--- src/rtl/cmd_framer_pkg.sv ---
package cmd_framer_pkg;

  typedef enum logic [2:0] {
    ST_IDLE = 3'd0,
    ST_SOF  = 3'd1,
    ST_HDR  = 3'd2,
    ST_PAY  = 3'd3,
    ST_SUM  = 3'd4
  } fr_state_e;

  function automatic logic [7:0] add8(input logic [7:0] a, input logic [7:0] b);
    return a + b;
  endfunction

endpackage

--- src/rtl/cmd_framer_rst_sync.sv ---
module cmd_framer_rst_sync #(
  parameter int STAGES = 2
) (
  input  logic clk,
  input  logic rst_n,
  output logic rst_sync_n
);

  logic [STAGES-1:0] chain_q;

  always_ff @(posedge clk or negedge rst_n) begin
    if (!rst_n) chain_q <= '0;
    else        chain_q <= {chain_q[STAGES-2:0], 1'b1};
  end

  assign rst_sync_n = chain_q[STAGES-1];

endmodule

--- src/rtl/cmd_framer_payload_buf.sv ---
module cmd_framer_payload_buf #(
  parameter int BYTE_W = 8,
  parameter int ADDR_W = 4
) (
  input  logic              clk,
  input  logic              rst_n,
  input  logic              wr_en,
  input  logic [ADDR_W-1:0] wr_addr,
  input  logic [BYTE_W-1:0] wr_data,
  input  logic [ADDR_W-1:0] rd_addr,
  output logic [BYTE_W-1:0] rd_data
);

  localparam int DEPTH = 1 << ADDR_W;

  logic [BYTE_W-1:0] entry_q [DEPTH];

  for (genvar g = 0; g < DEPTH; g++) begin : g_entry
    logic hit;
    assign hit = wr_en && (wr_addr == ADDR_W'(g));
    always_ff @(posedge clk or negedge rst_n) begin
      if (!rst_n)   entry_q[g] <= '0;
      else if (hit) entry_q[g] <= wr_data;
    end
  end

  assign rd_data = entry_q[rd_addr];

endmodule

--- src/rtl/cmd_framer_seq.sv ---
module cmd_framer_seq
  import cmd_framer_pkg::*;
#(
  parameter int                ID_W     = 4,
  parameter int                LEN_W    = 4,
  parameter int                BYTE_W   = 8,
  parameter logic [BYTE_W-1:0] SOF_BYTE = 8'h02
) (
  input  logic              clk,
  input  logic              rst_n,
  input  logic              start,
  input  logic [ID_W-1:0]   cmd_id,
  input  logic [LEN_W-1:0]  pay_len,
  input  logic              byte_ready,
  input  logic [BYTE_W-1:0] rd_data,
  output logic [LEN_W-1:0]  rd_addr,
  output logic              busy,
  output logic              byte_valid,
  output logic [BYTE_W-1:0] byte_data
);

  localparam int HDR_W = ID_W + LEN_W;

  fr_state_e         state_q, state_d;
  logic [ID_W-1:0]   id_q, id_d;
  logic [LEN_W-1:0]  len_q, len_d;
  logic [LEN_W-1:0]  idx_q, idx_d;
  logic [BYTE_W-1:0] sum_q, sum_d;
  logic [BYTE_W-1:0] header;
  logic              xfer;
  logic              take;

  assign header     = BYTE_W'({id_q, len_q});
  assign byte_valid = (state_q != ST_IDLE);
  assign busy       = byte_valid;
  assign xfer       = byte_valid && byte_ready;
  assign take       = (state_q == ST_IDLE) && start;
  assign rd_addr    = idx_q;

  always_comb begin
    state_d = state_q;
    id_d    = id_q;
    len_d   = len_q;
    idx_d   = idx_q;
    sum_d   = sum_q;
    unique case (state_q)
      ST_IDLE: begin
        if (take) begin
          id_d    = cmd_id;
          len_d   = pay_len;
          idx_d   = '0;
          state_d = ST_SOF;
        end
      end
      ST_SOF: begin
        if (xfer) state_d = ST_HDR;
      end
      ST_HDR: begin
        if (xfer) begin
          sum_d   = header;
          state_d = (len_q == '0) ? ST_SUM : ST_PAY;
        end
      end
      ST_PAY: begin
        if (xfer) begin
          sum_d = add8(sum_q, rd_data);
          idx_d = idx_q + 1'b1;
          if (idx_q == len_q - 1'b1) state_d = ST_SUM;
        end
      end
      ST_SUM: begin
        if (xfer) state_d = ST_IDLE;
      end
      default: state_d = ST_IDLE;
    endcase
  end

  always_comb begin
    unique case (state_q)
      ST_SOF:  byte_data = SOF_BYTE;
      ST_HDR:  byte_data = header;
      ST_PAY:  byte_data = rd_data;
      ST_SUM:  byte_data = sum_q;
      default: byte_data = '0;
    endcase
  end

  logic upd_cfg, upd_idx, upd_sum;
  assign upd_cfg = take;
  assign upd_idx = take || (xfer && state_q == ST_PAY);
  assign upd_sum = xfer && (state_q == ST_HDR || state_q == ST_PAY);

  always_ff @(posedge clk or negedge rst_n) begin
    if (!rst_n) begin
      state_q <= ST_IDLE;
      id_q    <= '0;
      len_q   <= '0;
      idx_q   <= '0;
      sum_q   <= '0;
    end else begin
      state_q <= state_d;
      if (upd_cfg) begin
        id_q  <= id_d;
        len_q <= len_d;
      end
      if (upd_idx) idx_q <= idx_d;
      if (upd_sum) sum_q <= sum_d;
    end
  end

  if (HDR_W != BYTE_W) begin : g_width_check
    initial $error("header fields must fill one byte");
  end

endmodule

--- src/rtl/cmd_framer.sv ---
module cmd_framer #(
  parameter int                ID_W     = 4,
  parameter int                LEN_W    = 4,
  parameter int                BYTE_W   = 8,
  parameter logic [BYTE_W-1:0] SOF_BYTE = 8'h02,
  parameter int                RST_STG  = 2
) (
  input  logic              clk,
  input  logic              rst_n,
  input  logic              load_en,
  input  logic [LEN_W-1:0]  load_addr,
  input  logic [BYTE_W-1:0] load_data,
  input  logic              start,
  input  logic [ID_W-1:0]   cmd_id,
  input  logic [LEN_W-1:0]  pay_len,
  output logic              busy,
  output logic              byte_valid,
  output logic [BYTE_W-1:0] byte_data,
  input  logic              byte_ready
);

  logic              rst_sync_n;
  logic              buf_wr;
  logic [LEN_W-1:0]  rd_addr;
  logic [BYTE_W-1:0] rd_data;

  cmd_framer_rst_sync #(.STAGES(RST_STG)) u_rst (
    .clk        (clk),
    .rst_n      (rst_n),
    .rst_sync_n (rst_sync_n)
  );

  assign buf_wr = load_en && !busy;

  cmd_framer_payload_buf #(.BYTE_W(BYTE_W), .ADDR_W(LEN_W)) u_buf (
    .clk     (clk),
    .rst_n   (rst_sync_n),
    .wr_en   (buf_wr),
    .wr_addr (load_addr),
    .wr_data (load_data),
    .rd_addr (rd_addr),
    .rd_data (rd_data)
  );

  cmd_framer_seq #(
    .ID_W(ID_W), .LEN_W(LEN_W), .BYTE_W(BYTE_W), .SOF_BYTE(SOF_BYTE)
  ) u_seq (
    .clk        (clk),
    .rst_n      (rst_sync_n),
    .start      (start),
    .cmd_id     (cmd_id),
    .pay_len    (pay_len),
    .byte_ready (byte_ready),
    .rd_data    (rd_data),
    .rd_addr    (rd_addr),
    .busy       (busy),
    .byte_valid (byte_valid),
    .byte_data  (byte_data)
  );

endmodule

--- config.mk ---
export PLATFORM = sky130hd
export DESIGN_NAME = cmd_framer
export DESIGN_NICKNAME = d
export VERILOG_FILES = /design/src/rtl/cmd_framer_pkg.sv /design/src/rtl/cmd_framer_rst_sync.sv /design/src/rtl/cmd_framer_payload_buf.sv /design/src/rtl/cmd_framer_seq.sv /design/src/rtl/cmd_framer.sv
export SDC_FILE = /design/constraint.sdc
export NUM_CORES = 1
export LEC_CHECK = 0
export BUFFER_PORTS_ARGS = -buffer_cell sky130_fd_sc_hd__buf_2
export CAP_MARGIN = 40
export CELL_PAD_IN_SITES_DETAIL_PLACEMENT = 1
export CELL_PAD_IN_SITES_GLOBAL_PLACEMENT = 1
export CORE_MARGIN = 10
export CORE_UTILIZATION = 35
export CTS_CLUSTER_SIZE = 40
export DETAILED_ROUTE_END_ITERATION = 7
export GPL_ROUTABILITY_DRIVEN = 1
export HOLD_SLACK_MARGIN = 0.1
export PLACE_DENSITY_LB_ADDON = 0.1
export SETUP_SLACK_MARGIN = 0.5
export SYNTH_ARGS = -nofsm -noshare
export SYNTH_HDL_FRONTEND = slang
export SYNTH_SLANG_ARGS = --single-unit
--- constraint.sdc ---
create_clock -name clk -period 5.9 [get_ports clk]
set_clock_uncertainty 0.1 [all_clocks]
set_input_delay 1.18 -clock clk [delete_from_list [all_inputs] [get_ports clk]]
set_output_delay 1.18 -clock clk [all_outputs]
set_load 0.005 [all_outputs]
# Yosys cells after proc, flatten, opt, wreduce, memory -nomap -nowiden
# Cells that the tools add are included.
[op_classes]
shift = 0
muxes = 18
n_eq_ne = 26
n_bitwise = 1
reduce_logical = 34
n_addsub = 3
n_lt_le_gt_ge = 1
n_div = 0
mul = 0
[ops]
columns = ["cell", "n"]
rows = [
  ["$bmux 8 s4", 1],
  ["$eq 4x4->1 const B", 8],
  ["$mux 8", 4],
  ["$pmux 8 s4", 1],
  ["$logic_and 1x1->1", 21],
  ["$mux 3", 7],
  ["$eq 4x3->1 const B", 4],
  ["$pmux 8 s2", 1],
  ["$pmux 3 s5", 1],
  ["$ne 2x1->1 const B", 6],
  ["$add 8x8->8", 1],
  ["$eq 4x2->1 const B", 2],
  ["$logic_not 4->1", 2],
  ["$mux 4", 2],
  ["$pmux 4 s2", 1],
  ["$reduce_and 4->1", 2],
  ["$eq 3x2->1 const B", 2],
  ["$reduce_and 6->1", 1],
  ["$ge 5x5->1 const B", 1],
  ["$not 4->5", 1],
  ["$add 4x1->4 const B", 1],
  ["$eq 4x1->1 const B", 1],
  ["$eq 4x4->1", 1],
  ["$reduce_bool 2->1", 2],
  ["8 further kinds", 9],
]
[word_totals]
romBits = 0
elab_cells = 105
mem_count = 0
in_bits = 25
reg_bits = 153
output_inout_bits = 10
latchBits = 0
ram_bits = 0

# Depth between registers and ports, before layout
[depth]
word_depth = 7
ltp_mapped = 16
mapped_depth_nobuf = 13

# Cells and area by module
# From an unflattened synthesis, not the netlist that was laid out.
[unflattened]
hier_cells = 555
area_unflattened_um2 = 7599.8
[modules_own_cells]
columns = ["mod", "instances", "area_each_um2", "cells_each", "seq_area_each_um2"]
rows = [
  ["cmd_framer_payload_buf", 1, 5903.2, 364, 3203.1],
  ["cmd_framer_seq", 1, 1629.1, 187, 575.6],
  ["cmd_framer_rst_sync", 1, 53.8, 3, 50.0],
  ["cmd_framer", 1, 13.8, 1, 0.0],
]

# Least setup slack after synthesis
# Ideal clock, no wire load.
[synth_timing]
kind = "register to register"
from = "register u_seq.idx_q[1] (netlist: u_seq.rd_addr[1])"
to = "register u_seq.sum_q[4]"
path_buffers = 3
stages_incl_launch_ff = 17
path_slack_ps = 2784
period_less_slack_ps = 3116
required_time_ps = 5736
t_arrival_ps = 2952
setup_time_ps = 64
cell_sequence = "dfrtp_1 -> buf_4 -> and2_1 -> buf_2 -> buf_2 -> a221oi_1 -> a22oi_1 -> nand2_1 -> ha_1 -> inv_1 -> fa_1 -> nor2b_1 -> o21ai_0 -> nor3b_1 -> or3_1 -> a21oi_1 -> a21o_1"
[synth_via]
elab_chain_cells = 7
[synth_lines]
columns = ["item", "line", "text"]
rows = [
  ["start: declaration", "cmd_framer_seq.sv:27", "logic [LEN_W-1:0] idx_q, idx_d;"],
  ["start signal: assignment", "cmd_framer_seq.sv:106", "if (upd_idx) idx_q <= idx_d;"],
  ["$not 4->5 (implied by the code)", "cmd_framer_payload_buf.sv:27", "assign rd_data = entry_q[rd_addr];"],
  ["$bmux 8 s4", "cmd_framer_payload_buf.sv:27", ""],
  ["$mux 8 (implied by the code) (2 in a row)", "cmd_framer_payload_buf.sv:27", ""],
  ["$add 8x8->8", "cmd_framer_pkg.sv:12", "return a + b;"],
  ["$mux 8", "cmd_framer_seq.sv:65", "if (xfer) begin"],
  ["$pmux 8 s2", "cmd_framer_seq.sv:46", "unique case (state_q)"],
  ["end signal: assignment", "cmd_framer_seq.sv:107", "if (upd_sum) sum_q <= sum_d;"],
  ["end: declaration", "cmd_framer_seq.sv:28", "logic [BYTE_W-1:0] sum_q, sum_d;"],
]
# No other way between the ends. The select of a mux whose other input is x is not followed.
# A chain may end at the register's enable or synchronous reset.

# Worst setup path in the final report
[layout_timing]
from = "register u_seq.idx_q[0] (netlist: u_seq.rd_addr[0])"
to = "output byte_data[1]"
[layout_via]
elab_chain_cells = 5
[layout_lines]
columns = ["item", "line", "text"]
rows = [
  ["$not 4->5 (implied by the code)", "cmd_framer_payload_buf.sv:27", ""],
  ["$bmux 8 s4", "cmd_framer_payload_buf.sv:27", ""],
  ["$mux 8 (implied by the code) (2 in a row)", "cmd_framer_payload_buf.sv:27", ""],
  ["$pmux 8 s4", "cmd_framer_seq.sv:79", "unique case (state_q)"],
  ["end: declaration", "cmd_framer.sv:18", "output logic [BYTE_W-1:0] byte_data,"],
]
# No other way between the ends. The select of a mux whose other input is x is not followed.

==> impl_metrics.py <==
metrics = {
    "timing": {
        "setup_tns_ns": 0,
        "final.setup.worst_slack_ns": 1.69,
        "final-setup-viol-count": 0,
        "hold_viol": 0,
        "post-route-min-period_ns": 4.21,
        "post-route-period-util_pct": 71.4,
        "drv_slew": 0,
        "rsz0062_at_grt": "false",
        "max_clock_freq_mhz": 238,
        "slew_headroom_pct": 40.9,
        "worstMarginPinSlew_ns": 0.884,
    },
    "layout": {
        "fin_cells": 901,
        "fin_nets": 648,
        "post-route-util_pct": 40.3,
        "ff_latch_area_um2": 3830,
        "fillers": 2224,
        "fin_area_um2": 8520,
        "drive_above_1_share_pct": 37.5,
        "antenna_cells": 0,
        "area_growth_pct": 12.6,
        "multi_input_area_um2": 3490,
    },
    "power": {
        "clock_power_share_pct": 23.2,
        "combPwrFrac_pct": 36.7,
        "switching_share_pct": 36.3,
        "pwr-share-seq_pct": 40.1,
        "power.switching_mw": 1.63,
        "powerDensity_nw_per_um2": 527,
        "p_leak_nw": 3.93,
        "ir_drop_mv": 0.162,
        "internal-power_mw": 2.86,
    },
    "worst_setup_path": {
        "slowest_delay_ns": 0.76,
        "critical_path_class": "flip-flop to primary output",
        "r2r_start": "u_seq.rd_addr[0]",
        "crit_chain": "buf_12 > mux2i_1 > a221oi_1 > a22oi_1 > nand2_1 > nor2_1 > o32ai_1 > buf_2",
        "reg2regPathDepth": 13,
        "critPathLaunchType": "flip-flop",
        "cp.required_ns": 4.62,
        "crit_path_top_delay_cell": "dfrtp_2",
        "regToRegEndpoint": "u_seq.sum_q[6]",
        "cp.arrival_ns": 2.93,
        "crit_fanout": 34,
        "regToRegSetupSlack_ns": 1.90,
        "cp-end-kind": "primary output",
    },
    "place": {
        "dp_hpwl_mm": 14.1,
        "dpl_cell_area_um2": 7950,
        "gp_congestion": 0.759,
        "dp_slack_ns": 2.01,
        "dp.cells": 869,
        "port_buffers": 34,
    },
    "status": {
        "status": "completed",
    },
    "synthesis": {
        "synth_top_area_share_pct": 50.6,
        "synth_nets": 622,
        "async_flop_share_pct": 100,
        "syn-cell-area_um2": 7570,
        "synth_xor_area_share_pct": 1.27,
        "synth_edf_count": 0,
        "synth_common_cells": "dfrtp_1, mux2_2, nand2_1, mux2i_1, o21ai_0",
        "synth_compound_area_share_pct": 6.83,
        "yosysWarnings": 0,
        "synthMuxAreaShare_pct": 29.6,
        "synth.avg_cell_area_um2": 12.9,
        "syn_inst": 587,
        "synth.most_common_cell": "dfrtp_1",
        "synthAdderAreaFrac_pct": 1.75,
        "synth_cell_type_count": 50,
        "synth_top_family_by_area": "multiplexers",
        "yosys-top-cells-area": "dfrtp_1, mux2_2, mux2i_1",
        "ys_ff_latch": 153,
        "synth_ff_type": "dfrtp_1",
        "yosysSeqAreaShare_pct": 50.6,
        "yosysTopAreaCell": "dfrtp_1",
        "synth_simple_gate_area_share_pct": 6.56,
    },
    "floorplanning": {
        "io_pins": 35,
        "die_w_um": 167,
        "start_util_pct": 35.8,
        "rows": 53,
        "core-area_um2": 21200,
        "dieArea_um2": 27900,
        "die_h_um": 167,
    },
    "cts": {
        "clock-sinks": 153,
        "cts-root-buf": "clkbuf_16",
        "cts_buffer_depth": 2,
        "ctsResizeCount": 0,
        "cts_tree": "yes",
        "cts.clk_slew.worst_paths_ns": 0.07,
        "cts_setup_buffers": 0,
        "clk_latency_ns": 0.43,
        "numCtsBuffers": 17,
        "hold_buffers": 0,
        "cts_max_level": 4,
    },
    "run": {
        "cap_violations": 0,
    },
    "global_route": {
        "grt_pass1_vias": 5177,
        "grt_pass1_wl_mm": 31.2,
        "antenna_found_initial": 0,
        "grt_use_total_pct": 14.4,
        "grt-ovfl-total": 0,
        "grt_max_degree": 61,
    },
    "worst_hold_path": {
        "hp-class": "flip-flop to asynchronous set/reset pin",
    },
    "drt": {
        "drtAntennaViolNets": 0,
        "vias_per_cell": 5.32,
        "drt-wirelength-per-cell_um": 22.2,
        "drt_wl_total_mm": 20.0,
        "drc": 0,
        "drt-pass1-iter-count": 4,
        "vias": 4797,
        "drt-initial-drc-count": 240,
    },
}
[cells in the final DEF, fill, tap and decap left out, types with 6 or more instances in the layout]
cell type,n
o21ai_1,6
dfrtp_1,151
nor2_1,21
clkbuf_16,17
inv_1,9
nand2_1,39
o21ai_0,26
ha_1,9
mux2i_1,36
a22oi_1,8
xnor2_1,8
a21oi_1,10
a221oi_1,16
nor2b_1,10
mux2_2,135
buf_2,35
mux4_2,16
[per-stage QoR]
stage                     hold slack (ns)  power (mW)
final                               0.238        4.49
after global placement              0.239        3.42
after CTS                           0.254        4.56
after floorplan                     0.231        2.98
after global routing                0.284        4.81
after detailed placement            0.237        3.49
[power by group through the flow]
stage	sequential [mW]	combinational (mW)	clock (mW)
floorplan	1.65	1.33	0
global route	1.85	1.82	1.13
finish	1.80	1.65	1.04
CTS	1.80	1.68	1.08
global placement	1.80	1.61	0
detailed placement	1.82	1.67	0
[worst max-delay path by stage]
stage	from	endpoint	slack, ns	cells after the start
2_1_floorplan	u_rst.chain_q[1]	u_buf.entry_q[0]	1.22	0
3_3_place_gp	u_seq.rd_addr[1]	u_seq.sum_q[6]	1.79	13
3_5_place_dp	u_seq.rd_addr[0]	u_seq.sum_q[6]	2.01	13
4_1_cts	u_seq.rd_addr[0]	byte_data[1]	1.63	8
5_1_grt	u_seq.rd_addr[1]	byte_data[5]	1.40	8
6_report	u_seq.rd_addr[0]	byte_data[1]	1.69	8
[state kept, by name, indices dropped and copies added, names as in the netlist]
name           count
u_rst.chain_q      2
u_seq.len_q        4
u_seq.sum_q        8
u_seq.id_q         4
u_seq.rd_addr      4
u_seq.state_q      3
u_buf.entry_q    128
[logic make-up after synthesis]
logic type                 count (synthesis)
xor gates and xnor gates                  11
buffers and inverters                     46
AOI/OAI and AO/OA                         80
and+or+nand+nor                           99
muxes                                    187
DFF                                      153
other                                      1
adders and majority gates                 10
[cell type report]
type / count / share of cell area, %
timing repair buffer: 42 / 2.91
clock buffer: 18 / 5.04
sequential: 153 / 45.0
multi-input combinational: 388 / 40.9
clock inverter: 14 / 1.62
tap: 275 / 4.04
inverter: 11 / 0.485
[critical path, delay by kind of cell, from the launching register on]
family / cells / cell delay, ns
AOI/OAI and AO/OA: 3 / 0.81
buffers and inverters: 2 / 0.52
muxes: 1 / 0.19
and+or+nand+nor: 2 / 0.21
DFF: 1 / 0.76
[routing by layer]
| layer | wire length [um] | up-vias | GRT usage (%) |
|---|---|---|---|
| met3 | 547 | 19 | 3.53 |
| met1 | 9110 | 2530 | 17.8 |
| met4 | 260 | 0 | 4.39 |
| li1 | - | 2191 | - |
| met5 | 0 | - | 0 |
| met2 | 10000 | 57 | 24.4 |
Power figures use the tool's default switching activity.
